$ cat config.mk
export PLATFORM = sky130hd
export DESIGN_NAME = clk_param_search
export DESIGN_NICKNAME = d
export VERILOG_FILES = /design/src/rtl/clksrch_pkg.sv /design/src/rtl/clksrch_divider.sv /design/src/rtl/clksrch_srcwin.sv /design/src/rtl/clksrch_abserr.sv /design/src/rtl/clk_param_search.sv
export SDC_FILE = /design/constraint.sdc
export NUM_CORES = 2
export LEC_CHECK = 0
export ABC_CLOCK_PERIOD_IN_PS = 5100
export BUFFER_PORTS_ARGS = -buffer_cell sky130_fd_sc_hd__buf_4
export CAP_MARGIN = 10
export CORE_ASPECT_RATIO = 0.5
export CORE_MARGIN = 5
export CORE_UTILIZATION = 55
export CTS_CLUSTER_DIAMETER = 40
export DETAILED_ROUTE_END_ITERATION = 6
export PLACE_DENSITY = 0.73
export SKIP_CTS_REPAIR_TIMING = 1
export SLEW_MARGIN = 20
export SYNTH_ARGS = -nofsm -noshare
export SYNTH_HDL_FRONTEND = slang
export SYNTH_HIERARCHICAL = 1
export SYNTH_SLANG_ARGS = --single-unit
$ cat constraint.sdc
create_clock -name clk -period 5.1 [get_ports clk]
set_input_delay 1.02 -clock clk [delete_from_list [all_inputs] [get_ports clk]]
set_output_delay 1.02 -clock clk [all_outputs]
set_load 0.01 [all_outputs]
$ cat src/rtl/clksrch_pkg.sv
package clksrch_pkg;

    // Sequencer states of the search engine
    typedef enum logic [3:0] {
        S_IDLE,
        S_SRC,   // pick next usable reference
        S_MLO,   // lower bound of M
        S_MHI,   // upper bound of M
        S_MCHK,  // M loop test
        S_PFD,   // comparison frequency
        S_NLO,   // lower bound of N
        S_NHI,   // upper bound of N
        S_NCHK,  // N loop test, oscillator product
        S_ESEL,  // E loop test, post-divider shift
        S_SEV,   // fixed divide-by-7
        S_RND,   // nearest-integer output divider
        S_ACT,   // delivered frequency
        S_CMP,   // compare with kept result
        S_FIN
    } srch_st_e;

endpackage

$ cat src/rtl/clksrch_divider.sv
module clksrch_divider #(
    parameter int DW = 33
) (
    input  logic          clk,
    input  logic          rst_n,
    input  logic          go,
    input  logic [DW-1:0] num,
    input  logic [DW-1:0] den,
    output logic          rdy,
    output logic [DW-1:0] quo
);
    localparam int CW = $clog2(DW + 1);

    typedef struct packed {
        logic          run;
        logic          rdy;
        logic [CW-1:0] cnt;
        logic [DW-1:0] rem;
        logic [DW-1:0] q;
        logic [DW-1:0] den;
        logic [DW-1:0] num;
    } div_regs_t;

    div_regs_t r_q, r_d;
    logic [DW:0] shifted;

    always_comb begin
        r_d     = r_q;
        r_d.rdy = 1'b0;
        shifted = {r_q.rem, r_q.q[DW-1]};
        if (go) begin
            r_d.run = 1'b1;
            r_d.cnt = CW'(DW);
            r_d.rem = '0;
            r_d.q   = num;
            r_d.den = den;
            r_d.num = num;
        end else if (r_q.run) begin
            if (shifted >= {1'b0, r_q.den}) begin
                r_d.rem = DW'(shifted - {1'b0, r_q.den});
                r_d.q   = {r_q.q[DW-2:0], 1'b1};
            end else begin
                r_d.rem = shifted[DW-1:0];
                r_d.q   = {r_q.q[DW-2:0], 1'b0};
            end
            r_d.cnt = r_q.cnt - 1'b1;
            if (r_q.cnt == CW'(1)) begin
                r_d.run = 1'b0;
                r_d.rdy = 1'b1;
            end
        end
    end

    always_ff @(posedge clk or negedge rst_n) begin
        if (!rst_n) r_q <= '0;
        else        r_q <= r_d;
    end

    assign rdy = r_q.rdy;
    assign quo = r_q.q;

    // every quotient handed out is the floor of num/den
    a_r7_quot_floor: assert property (@(posedge clk) disable iff (!rst_n)
        (rdy && r_q.den != '0) |->
            ((2*DW)'(quo) * (2*DW)'(r_q.den) <= (2*DW)'(r_q.num)) &&
            (((2*DW)'(quo) + 1) * (2*DW)'(r_q.den) > (2*DW)'(r_q.num)));

endmodule

$ cat src/rtl/clksrch_srcwin.sv
module clksrch_srcwin #(
    parameter int          NSRC = 3,
    parameter int          FW   = 32,
    parameter int unsigned LO   = 12_000_000,
    parameter int unsigned HI   = 192_000_000
) (
    input  logic [NSRC-1:0][FW-1:0] hz,
    input  logic [NSRC-1:0]         vld,
    output logic [NSRC-1:0]         ok
);
    for (genvar g = 0; g < NSRC; g++) begin : g_win
        assign ok[g] = vld[g] && (hz[g] >= FW'(LO)) && (hz[g] <= FW'(HI));
    end
endmodule

$ cat src/rtl/clksrch_abserr.sv
module clksrch_abserr #(
    parameter int DW = 33,
    parameter int FW = 32
) (
    input  logic [DW-1:0] ach,
    input  logic [FW-1:0] tgt,
    output logic [DW-1:0] err
);
    logic [DW-1:0] t_ext;

    always_comb begin
        t_ext = DW'(tgt);
        if (ach >= t_ext) err = ach - t_ext;
        else              err = t_ext - ach;
    end
endmodule

$ cat src/rtl/clk_param_search.sv
module clk_param_search
    import clksrch_pkg::*;
#(
    parameter int          FW         = 32,
    parameter int          NSRC       = 3,
    parameter int          M_MAX      = 8,
    parameter int          N_LO       = 60,
    parameter int          N_HI       = 120,
    parameter int          E_CNT      = 3,
    parameter int unsigned POST_DIV   = 7,
    parameter int unsigned FIN_MIN    = 12_000_000,
    parameter int unsigned FIN_MAX    = 192_000_000,
    parameter int unsigned PFD_MIN    = 12_000_000,
    parameter int unsigned PFD_MAX    = 24_000_000,
    parameter int unsigned VCO_MIN    = 900_000_000,
    parameter int unsigned VCO_MAX    = 1_800_000_000,
    parameter int unsigned E0_VCO_MAX = 1_039_500_000
) (
    input  logic                    clk,
    input  logic                    rst_n,
    input  logic                    start,
    input  logic [FW-1:0]           target_hz,
    input  logic [NSRC-1:0][FW-1:0] src_hz,
    input  logic [NSRC-1:0]         src_valid,
    input  logic                    dot_only,
    output logic                    busy,
    output logic                    done,
    output logic                    no_sol,
    output logic [$clog2(M_MAX+2)-1:0] best_m,
    output logic [$clog2(N_HI+2)-1:0]  best_n,
    output logic [$clog2(E_CNT+1)-1:0] best_e,
    output logic [FW-1:0]           best_div,
    output logic [$clog2(NSRC+1)-1:0]  best_src,
    output logic [FW-1:0]           best_err
);
    localparam int DW = FW + 1;
    localparam int SW = $clog2(NSRC + 1);
    localparam int MW = $clog2(M_MAX + 2);
    localparam int NW = $clog2(N_HI + 2);
    localparam int EW = $clog2(E_CNT + 1);

    typedef struct packed {
        srch_st_e               st;
        logic                   wt;
        logic [SW-1:0]          src;
        logic [NSRC-1:0][FW-1:0] hz;
        logic [NSRC-1:0]        vld;
        logic [FW-1:0]          tgt;
        logic                   dot;
        logic [FW-1:0]          fin;
        logic [MW-1:0]          m;
        logic [MW-1:0]          mhi;
        logic [FW-1:0]          fpfd;
        logic [NW-1:0]          n;
        logic [NW-1:0]          nhi;
        logic [DW-1:0]          fvco;
        logic [EW-1:0]          e;
        logic [DW-1:0]          fout;
        logic [FW-1:0]          dv;
        logic [DW-1:0]          ach;
        logic                   found;
        logic                   nos;
        logic                   done;
        logic [MW-1:0]          bm;
        logic [NW-1:0]          bn;
        logic [EW-1:0]          be;
        logic [FW-1:0]          bdiv;
        logic [SW-1:0]          bsrc;
        logic [FW-1:0]          berr;
    } srch_regs_t;

    srch_regs_t r_q, r_d;

    logic [NSRC-1:0] src_ok;
    logic [FW-1:0]   sel_hz;
    logic            sel_ok;
    logic            bsrc_ok;
    logic            div_go, div_rdy, div_take, is_div_st;
    logic [DW-1:0]   div_num, div_den, quo;
    logic [DW-1:0]   cand_err;
    logic            better;

    clksrch_srcwin #(
        .NSRC(NSRC), .FW(FW), .LO(FIN_MIN), .HI(FIN_MAX)
    ) u_srcwin (
        .hz (r_q.hz),
        .vld(r_q.vld),
        .ok (src_ok)
    );

    clksrch_divider #(.DW(DW)) u_div (
        .clk  (clk),
        .rst_n(rst_n),
        .go   (div_go),
        .num  (div_num),
        .den  (div_den),
        .rdy  (div_rdy),
        .quo  (quo)
    );

    clksrch_abserr #(.DW(DW), .FW(FW)) u_err (
        .ach(r_q.ach),
        .tgt(r_q.tgt),
        .err(cand_err)
    );

    // Reference selection by index, also for the kept winner
    always_comb begin
        sel_hz  = '0;
        sel_ok  = 1'b0;
        bsrc_ok = 1'b0;
        for (int i = 0; i < NSRC; i++) begin
            if (r_q.src == SW'(i)) begin
                sel_hz = r_q.hz[i];
                sel_ok = src_ok[i];
            end
            if (r_q.bsrc == SW'(i)) bsrc_ok = src_ok[i];
        end
    end

    // Operands for the shared divider, chosen by the current step
    always_comb begin
        div_num = DW'(r_q.fin);
        div_den = DW'(PFD_MIN);
        case (r_q.st)
            S_MLO: begin
                div_num = DW'(r_q.fin) + DW'(PFD_MAX - 1);
                div_den = DW'(PFD_MAX);
            end
            S_PFD: begin
                div_num = DW'(r_q.fin);
                div_den = DW'(r_q.m);
            end
            S_NLO: begin
                div_num = DW'(VCO_MIN) + DW'(r_q.fpfd) - DW'(1);
                div_den = DW'(r_q.fpfd);
            end
            S_NHI: begin
                div_num = DW'(VCO_MAX);
                div_den = DW'(r_q.fpfd);
            end
            S_SEV: begin
                div_num = r_q.fout;
                div_den = DW'(POST_DIV);
            end
            S_RND: begin
                div_num = r_q.fout + DW'(r_q.tgt >> 1);
                div_den = DW'(r_q.tgt);
            end
            S_ACT: begin
                div_num = r_q.fout;
                div_den = DW'(r_q.dv);
            end
            default: ;
        endcase
    end

    assign is_div_st = r_q.st inside {S_MLO, S_MHI, S_PFD, S_NLO, S_NHI,
                                      S_SEV, S_RND, S_ACT};
    assign div_take  = r_q.wt && div_rdy;
    assign better    = cand_err < DW'(r_q.berr);

    always_comb begin
        r_d      = r_q;
        r_d.done = 1'b0;
        div_go   = 1'b0;

        if (is_div_st && !r_q.wt) begin
            div_go = 1'b1;
            r_d.wt = 1'b1;
        end else if (div_take) begin
            r_d.wt = 1'b0;
        end

        case (r_q.st)
            S_IDLE: begin
                if (start) begin
                    r_d.st    = S_SRC;
                    r_d.src   = '0;
                    r_d.hz    = src_hz;
                    r_d.vld   = src_valid;
                    r_d.tgt   = target_hz;
                    r_d.dot   = dot_only;
                    r_d.found = 1'b0;
                    r_d.nos   = 1'b0;
                    r_d.bm    = '0;
                    r_d.bn    = '0;
                    r_d.be    = '0;
                    r_d.bdiv  = '0;
                    r_d.bsrc  = '0;
                    r_d.berr  = '1;
                end
            end
            S_SRC: begin
                if (r_q.src == SW'(NSRC)) begin
                    r_d.st = S_FIN;
                end else if (sel_ok) begin
                    r_d.fin = sel_hz;
                    r_d.st  = S_MLO;
                end else begin
                    r_d.src = r_q.src + 1'b1;
                end
            end
            S_MLO: if (div_take) begin
                if (quo == '0)                r_d.m = MW'(1);
                else if (quo > DW'(M_MAX))    r_d.m = MW'(M_MAX + 1);
                else                          r_d.m = MW'(quo);
                r_d.st = S_MHI;
            end
            S_MHI: if (div_take) begin
                r_d.mhi = (quo > DW'(M_MAX)) ? MW'(M_MAX) : MW'(quo);
                r_d.st  = S_MCHK;
            end
            S_MCHK: begin
                if (r_q.m > r_q.mhi) begin
                    r_d.src = r_q.src + 1'b1;
                    r_d.st  = S_SRC;
                end else begin
                    r_d.st = S_PFD;
                end
            end
            S_PFD: if (div_take) begin
                r_d.fpfd = quo[FW-1:0];
                r_d.st   = S_NLO;
            end
            S_NLO: if (div_take) begin
                if (quo < DW'(N_LO))      r_d.n = NW'(N_LO);
                else if (quo > DW'(N_HI)) r_d.n = NW'(N_HI);
                else                      r_d.n = NW'(quo);
                r_d.st = S_NHI;
            end
            S_NHI: if (div_take) begin
                r_d.nhi = (quo > DW'(N_HI)) ? NW'(N_HI) : NW'(quo);
                r_d.st  = S_NCHK;
            end
            S_NCHK: begin
                if (r_q.n >= r_q.nhi) begin
                    r_d.m  = r_q.m + 1'b1;
                    r_d.st = S_MCHK;
                end else begin
                    r_d.fvco = DW'(r_q.fpfd) * DW'(r_q.n);
                    r_d.e    = ((DW'(r_q.fpfd) * DW'(r_q.n)) > DW'(E0_VCO_MAX))
                               ? EW'(1) : EW'(0);
                    r_d.st   = S_ESEL;
                end
            end
            S_ESEL: begin
                if (r_q.e >= EW'(E_CNT)) begin
                    r_d.n  = r_q.n + 1'b1;
                    r_d.st = S_NCHK;
                end else begin
                    r_d.fout = r_q.fvco >> r_q.e;
                    r_d.st   = r_q.dot ? S_RND : S_SEV;
                end
            end
            S_SEV: if (div_take) begin
                r_d.fout = quo;
                r_d.st   = S_RND;
            end
            S_RND: if (div_take) begin
                r_d.dv = (quo == '0) ? FW'(1) : quo[FW-1:0];
                r_d.st = S_ACT;
            end
            S_ACT: if (div_take) begin
                r_d.ach = quo;
                r_d.st  = S_CMP;
            end
            S_CMP: begin
                if (better) begin
                    r_d.found = 1'b1;
                    r_d.bm    = r_q.m;
                    r_d.bn    = r_q.n;
                    r_d.be    = r_q.e;
                    r_d.bdiv  = r_q.dv;
                    r_d.bsrc  = r_q.src;
                    r_d.berr  = cand_err[FW-1:0];
                end
                if (better && cand_err == '0) begin
                    r_d.st = S_FIN;
                end else begin
                    r_d.e  = r_q.e + 1'b1;
                    r_d.st = S_ESEL;
                end
            end
            S_FIN: begin
                r_d.done = 1'b1;
                r_d.nos  = !r_q.found;
                r_d.st   = S_IDLE;
            end
            default: r_d.st = S_IDLE;
        endcase
    end

    always_ff @(posedge clk or negedge rst_n) begin
        if (!rst_n) begin
            r_q      <= '0;
            r_q.st   <= S_IDLE;
            r_q.berr <= '1;
        end else begin
            r_q <= r_d;
        end
    end

    assign busy     = (r_q.st != S_IDLE);
    assign done     = r_q.done;
    assign no_sol   = r_q.nos;
    assign best_m   = r_q.bm;
    assign best_n   = r_q.bn;
    assign best_e   = r_q.be;
    assign best_div = r_q.bdiv;
    assign best_src = r_q.bsrc;
    assign best_err = r_q.berr;

    // done lasts exactly one cycle and only while idle
    a_r11_done_pulse: assert property (@(posedge clk) disable iff (!rst_n)
        done |=> !done);
    a_r11_done_idle: assert property (@(posedge clk) disable iff (!rst_n)
        done |-> !busy);

    // an empty search reports the cleared result set
    a_r10_empty_result: assert property (@(posedge clk) disable iff (!rst_n)
        (done && no_sol) |-> (best_err == '1 && best_m == '0 &&
                              best_div == '0 && best_n == '0));

    // winning M lies in the legal range
    a_r3_m_range: assert property (@(posedge clk) disable iff (!rst_n)
        (done && !no_sol) |-> (best_m >= MW'(1) && best_m <= MW'(M_MAX)));

    // winning N lies in the legal range
    a_r4_n_range: assert property (@(posedge clk) disable iff (!rst_n)
        (done && !no_sol) |-> (best_n >= NW'(N_LO) && best_n < NW'(N_HI)));

    // winning E is a legal exponent
    a_r5_e_range: assert property (@(posedge clk) disable iff (!rst_n)
        (done && !no_sol) |-> (best_e < EW'(E_CNT)));

    // the output divider is never zero
    a_r7_div_nonzero: assert property (@(posedge clk) disable iff (!rst_n)
        (done && !no_sol) |-> (best_div != '0));

    // the winner comes from a reference that passed the window
    a_r2_src_usable: assert property (@(posedge clk) disable iff (!rst_n)
        (done && !no_sol) |-> bsrc_ok);

    // within a search the kept error never grows
    a_r8_err_monotone: assert property (@(posedge clk) disable iff (!rst_n)
        (busy && $past(busy)) |-> (best_err <= $past(best_err)));

endmodule

* Word level (Yosys, flattened, before mapping) *
Index checks and enable logic that the tools add are counted.

storage, ports and cells
  register bits = 547
  bits of input ports = 135
  output and inout bits = 82
  word-level logic and storage cells = 215

operators by class
  $add $sub $neg = 12
  multipliers = 1
  $lt $le $gt $ge = 16
  equal/unequal tests = 37
  shifts and indexed selects = 1
  mux-type cells = 67
  bitwise gates (word level) = 2
  reduce and logical (&&, ||, !) cells = 44

operator list
  cell                    count
  $pmux 32 s6             1
  $pmux 33 s5             1
  $mux 79                 2
  $pmux 79 s2             1
  $mux 134                1
  $mux 32                 4
  $mux 33                 3
  $ge 32x24->1 const B    3
  $le 32x28->1 const B    3
  $mux 74                 1
  $mux 72                 1
  $mux 4                  17
  $logic_not 33->1        2
  $mux 66                 1
  $pmux 33 s2             1
  $pmux 4 s14             1
  $ne 2x2->1 const B      18
  $ge 34x33->1            1
  $add 30x32->33 const A  1
  $add 32x25->33 const B  1
  $add 33x31->33          1
  $ge 33x32->1            1
  $gt 33x30->1 const B    1
  $gt 33x4->1 const B     1
  other kinds (47)        112

* Logic depth before layout (Yosys ltp) *
  depth after elaboration = 9
  gate-level depth with buffers = 25
  depth with buffers taken out = 22

* Hierarchy *
Netlist, hierarchy kept.

modules (own cells, without submodules)
  module            instances  cells an instance  area each (um2)  sequential area each (um2)
  clk_param_search  1          3,269              31,377.6         11,050.6
  clksrch_divider   1          771                6,901.6          2,677.6
  clksrch_abserr    1          525                3,533.4          0.0
  clksrch_srcwin    1          92                 609.3            0.0

* Worst setup path before layout *
Ideal clock, no wire load.

  path type = reg-to-reg
  start point = register r_q[225] (netlist name)
  end point = register r_q[180] (netlist name)
  library setup time = 82 ps
  arrival time = 5,482 ps
  data required time = 5,018 ps
  slack = -464 ps
  stages on the path, launching flop included = 23
  buffers on the path = 2
  clock period less this slack = 5,564 ps
  path through = dfrtp_1 clkbuf_1 clkbuf_1 and2_1 fa_1 inv_1 fa_1 inv_1 fa_1 inv_1 fa_1 inv_1 ha_1 a21oi_1 o211ai_2 a2111oi_4 o22ai_1 or2_4 a31oi_4 xor2_1 nor4_1 o211ai_1 a31oi_1

on the way
  cells in the longest elaborated chain, start to end = 5
  elaborated cells on any way between the ends = 8
  those cells by class = 1 x mul; 2 x order compare; 1 x eq/ne; 3 x mux; 1 x reduce/logical

RTL lines
  element                 line                     RTL
  from (decl)             clk_param_search.sv:72   srch_regs_t r_q, r_d;
  from (signal assigned)  clk_param_search.sv:300  r_q <= r_d;
  $mul 32x7->33           clk_param_search.sv:242  r_d.e = ((DW'(r_q.fpfd) * DW'(r_q.n)) > DW'(E0_VCO_MAX))
  $gt 33x30->1            clk_param_search.sv:242
  $mux 1                  clk_param_search.sv:243  ? EW'(1) : EW'(0);
  $mux 2                  clk_param_search.sv:237  if (r_q.n >= r_q.nhi) begin
  $pmux 2 s2              clk_param_search.sv:175  case (r_q.st)

Several ways; a longest one is shown, not always the timed one. The select of a mux whose other input is x is not followed.
A chain may end at the register's enable or synchronous reset.

* Final worst setup path *
  start point = register r_q[233] (netlist name)
  end point = register r_q[180] (netlist name)

on the way
  cells in the longest elaborated chain, start to end = 5

RTL lines
  element        line
  $mul 32x7->33  clk_param_search.sv:242
  $gt 33x30->1   clk_param_search.sv:242
  $mux 1         clk_param_search.sv:243
  $mux 2         clk_param_search.sv:237
  $pmux 2 s2     clk_param_search.sv:175

No other way between the ends. The select of a mux whose other input is x is not followed.

==> metrics.txt <==
Place WS=-0.579 ns; Clock transition at path regs=0.06 ns; Worst Setup End Kind=flop; min cycle time layout=5.59 ns; area of the multi-input gates=26500 um2; flop2flop setup slack=-0.49 ns; HPWL after DPL=109 mm; via-per-instance ratio=6.19; register area=13800 um2; crit path kind=reg2reg; pin count of the biggest net entering global routing=112; die area=83100 um2; Least-Margin Pin Slew=1.12 ns; fin nets=5548; Cells after Synth=4657; Root Buffer=clkbuf_16; share of flip-flops with an asynchronous set or reset=100%; Die X=403 um; Leak=24.8 nW; outcome=finished with violations; Slew HR=25.2%; All-Layer GR Usage=33.6%; Worst setup SP type=flop; Vert. Die Dim=206 um; Filler cells=6070; H-Tree Depth=3; sequential element share of the synthesized area=32.4%; Yosys Warn Count=6; Core Region=76800 um2; pwr dens=194 nW/um2; Detailed Route Iter0 Violations=4206; I/O pin count=217; Sink Count=547; synthesized area per cell=9.11 um2; Synth area leader=dfrtp_1; final period utilization=110%; min-delay worst type=in2async; worst setup margin=-0.495 ns; CTS Buffer Depth=3; Seq cells post-synth=547; maxcap violations=0; DRT Pass-1 Iters=7; placer congestion estimate=0.991; failing checks=setup timing; Max FO, Critical Path=6; Crit path required time=5.66 ns; library cells used by synthesis=108; CTS Buf Count=69; CTS tree=done; Slew Limit Fails=0; I/O Buffers=216; final WL=144 mm; Max Clock Skew=0.0336 ns; GR Overflow Total=0; Layout area overhead=20.3%; main area contributors after synthesis=dfrtp_1, fa_1, ha_1; starting density of the core=55.2%; worst-skew pair later-pin latency=0.67 ns; first-pass GRT wire length=217 mm; final setup vio count=91; Rows=72; Worst Path Arrival=6.16 ns; Syn Std Cell Area=42400 um2; dominant synthesized flop cell=dfrtp_1; Max Clk Rate=179 MHz; number of global-route vias before repair=36200; vias=38000; layout cells sized above 1=26.1%; Routed Antenna Nets=0; DRC=0; post-synth top area share=30.4%; final cell utilization of the core=66.4%; Post-synth EDFFs=0; initial antenna violation count=2; Pwr Total=9.90 mW; syn nets=5153; final hold vios=0; RSZ-0062 raised after global routing=yes; Max VDD drop=0.000180 V; drt wl/cell=23.5 um
state kept, by name (all words and copies together) (netlist names):
signal	cells
best_m	4
best_e	2
best_div	32
u_div/quo	33
r_q	359
no_sol	1
best_n	7
best_src	2
u_div/r_q	73
done	1
best_err	32
u_div/rdy	1
kinds of logic after synthesis:
family                     share of synthesized area (%)
xor gates and xnor gates                            3.08
buffers and inverters                               7.91
muxes                                               10.8
AOI/OAI and AO/OA                                   17.7
adders and majority gates                           13.1
DFF                                                 32.4
and+or+nand+nor                                     15.0
other                                            0.00884
placed cells by master (no fill, tap or decap), drive strengths merged, types with 80 or more instances in the layout:
cell type  netlist  final
dfrtp          515    515
mux2i          124    124
nor2           277    277
inv            358    378
clkbuf         199     85
and2           149    149
nand2          527    527
ha             220    220
fa             141    141
xnor2           80     80
mux2           241    241
o21ai          312    312
a21o           105    105
a21oi          251    251
buf            177    695
power breakdown:
group | switching (mW) | total [mW] | internal [mW] | leakage [nW]
combinational | 0.116 | 0.191 | 0.0744 | 16.2
sequential | 0.000112 | 4.34 | 4.34 | 7.41
clock | 2.27 | 5.37 | 3.10 | 1.21
worst max-delay path: stages (launching register included):
cell and delay (ns):
dfrtp_2 0.46, and2_1 0.19, fa_1 0.50, inv_1 0.05, fa_1 0.54, inv_2 0.05
fa_1 0.49, inv_2 0.04, fa_1 0.49, inv_2 0.05, ha_4 0.28, o211ai_1 0.15
o211ai_4 0.35, buf_6 0.17, a31oi_4 0.08, o22ai_2 0.16, and4b_2 0.27, a2111oi_4 0.36
o311ai_2 0.15, nor4_2 0.35, o211ai_1 0.15, a31oi_1 0.16
metal layers:
layer  vias up  GRT usage, %  part of all wire [%]
met5         -             0                     0
met4         0          8.93                   3.0
met3       253          9.70                    12
met2      2001          47.9                    42
met1     18800          49.8                    43
li1      17000             -                     -
stage by stage:
stage	area (um2)	hold WS (ns)	cells	TNS [ns]
6_report	51000	0.415	6146	-14.95
4_1_cts	49400	0.454	6097	-32.59
3_3_place_gp	46900	0.454	5970	-21.67
3_5_place_dp	46900	0.465	5970	-25.84
5_1_grt	51000	0.505	6145	-33.18
2_1_floorplan	42600	0.437	4657	-0.550
synthesized netlist by cell type, drive strengths merged, types with 66 or more instances:
cell	count
inv	358
nand2	527
fa	141
nor2	277
and2	149
clkbuf	199
a21o	105
ha	220
xnor2	80
mux2	241
mux2i	124
dfrtp	515
a22oi	69
xor2	69
o21ai	312
a21oi	251
nand3	66
buf	177
worst paths after layout:
path                           from         to  cells past startpoint
min in group clk           r_q[264]   r_q[264]                      2
max in group asynchronous     rst_n   r_q[317]                      2
setup / recovery           r_q[233]   r_q[180]                     21
setup reg to reg           r_q[233]   r_q[180]                     21
hold / removal                rst_n  best_n[4]                      1
hold reg to reg            r_q[264]   r_q[264]                      2
layout make-up:
| cell class | count | area share (%) |
|---|---|---|
| multi-input combinational | 3373 | 51.9 |
| sequential | 547 | 27.0 |
| timing repair buffer | 700 | 11.0 |
| clock buffer | 80 | 3.59 |
| inverter | 361 | 2.66 |
| tap | 1036 | 2.54 |
| clock inverter | 47 | 1.30 |
| antenna | 2 | 0.00981 |
Power figures use the tool's default switching activity.
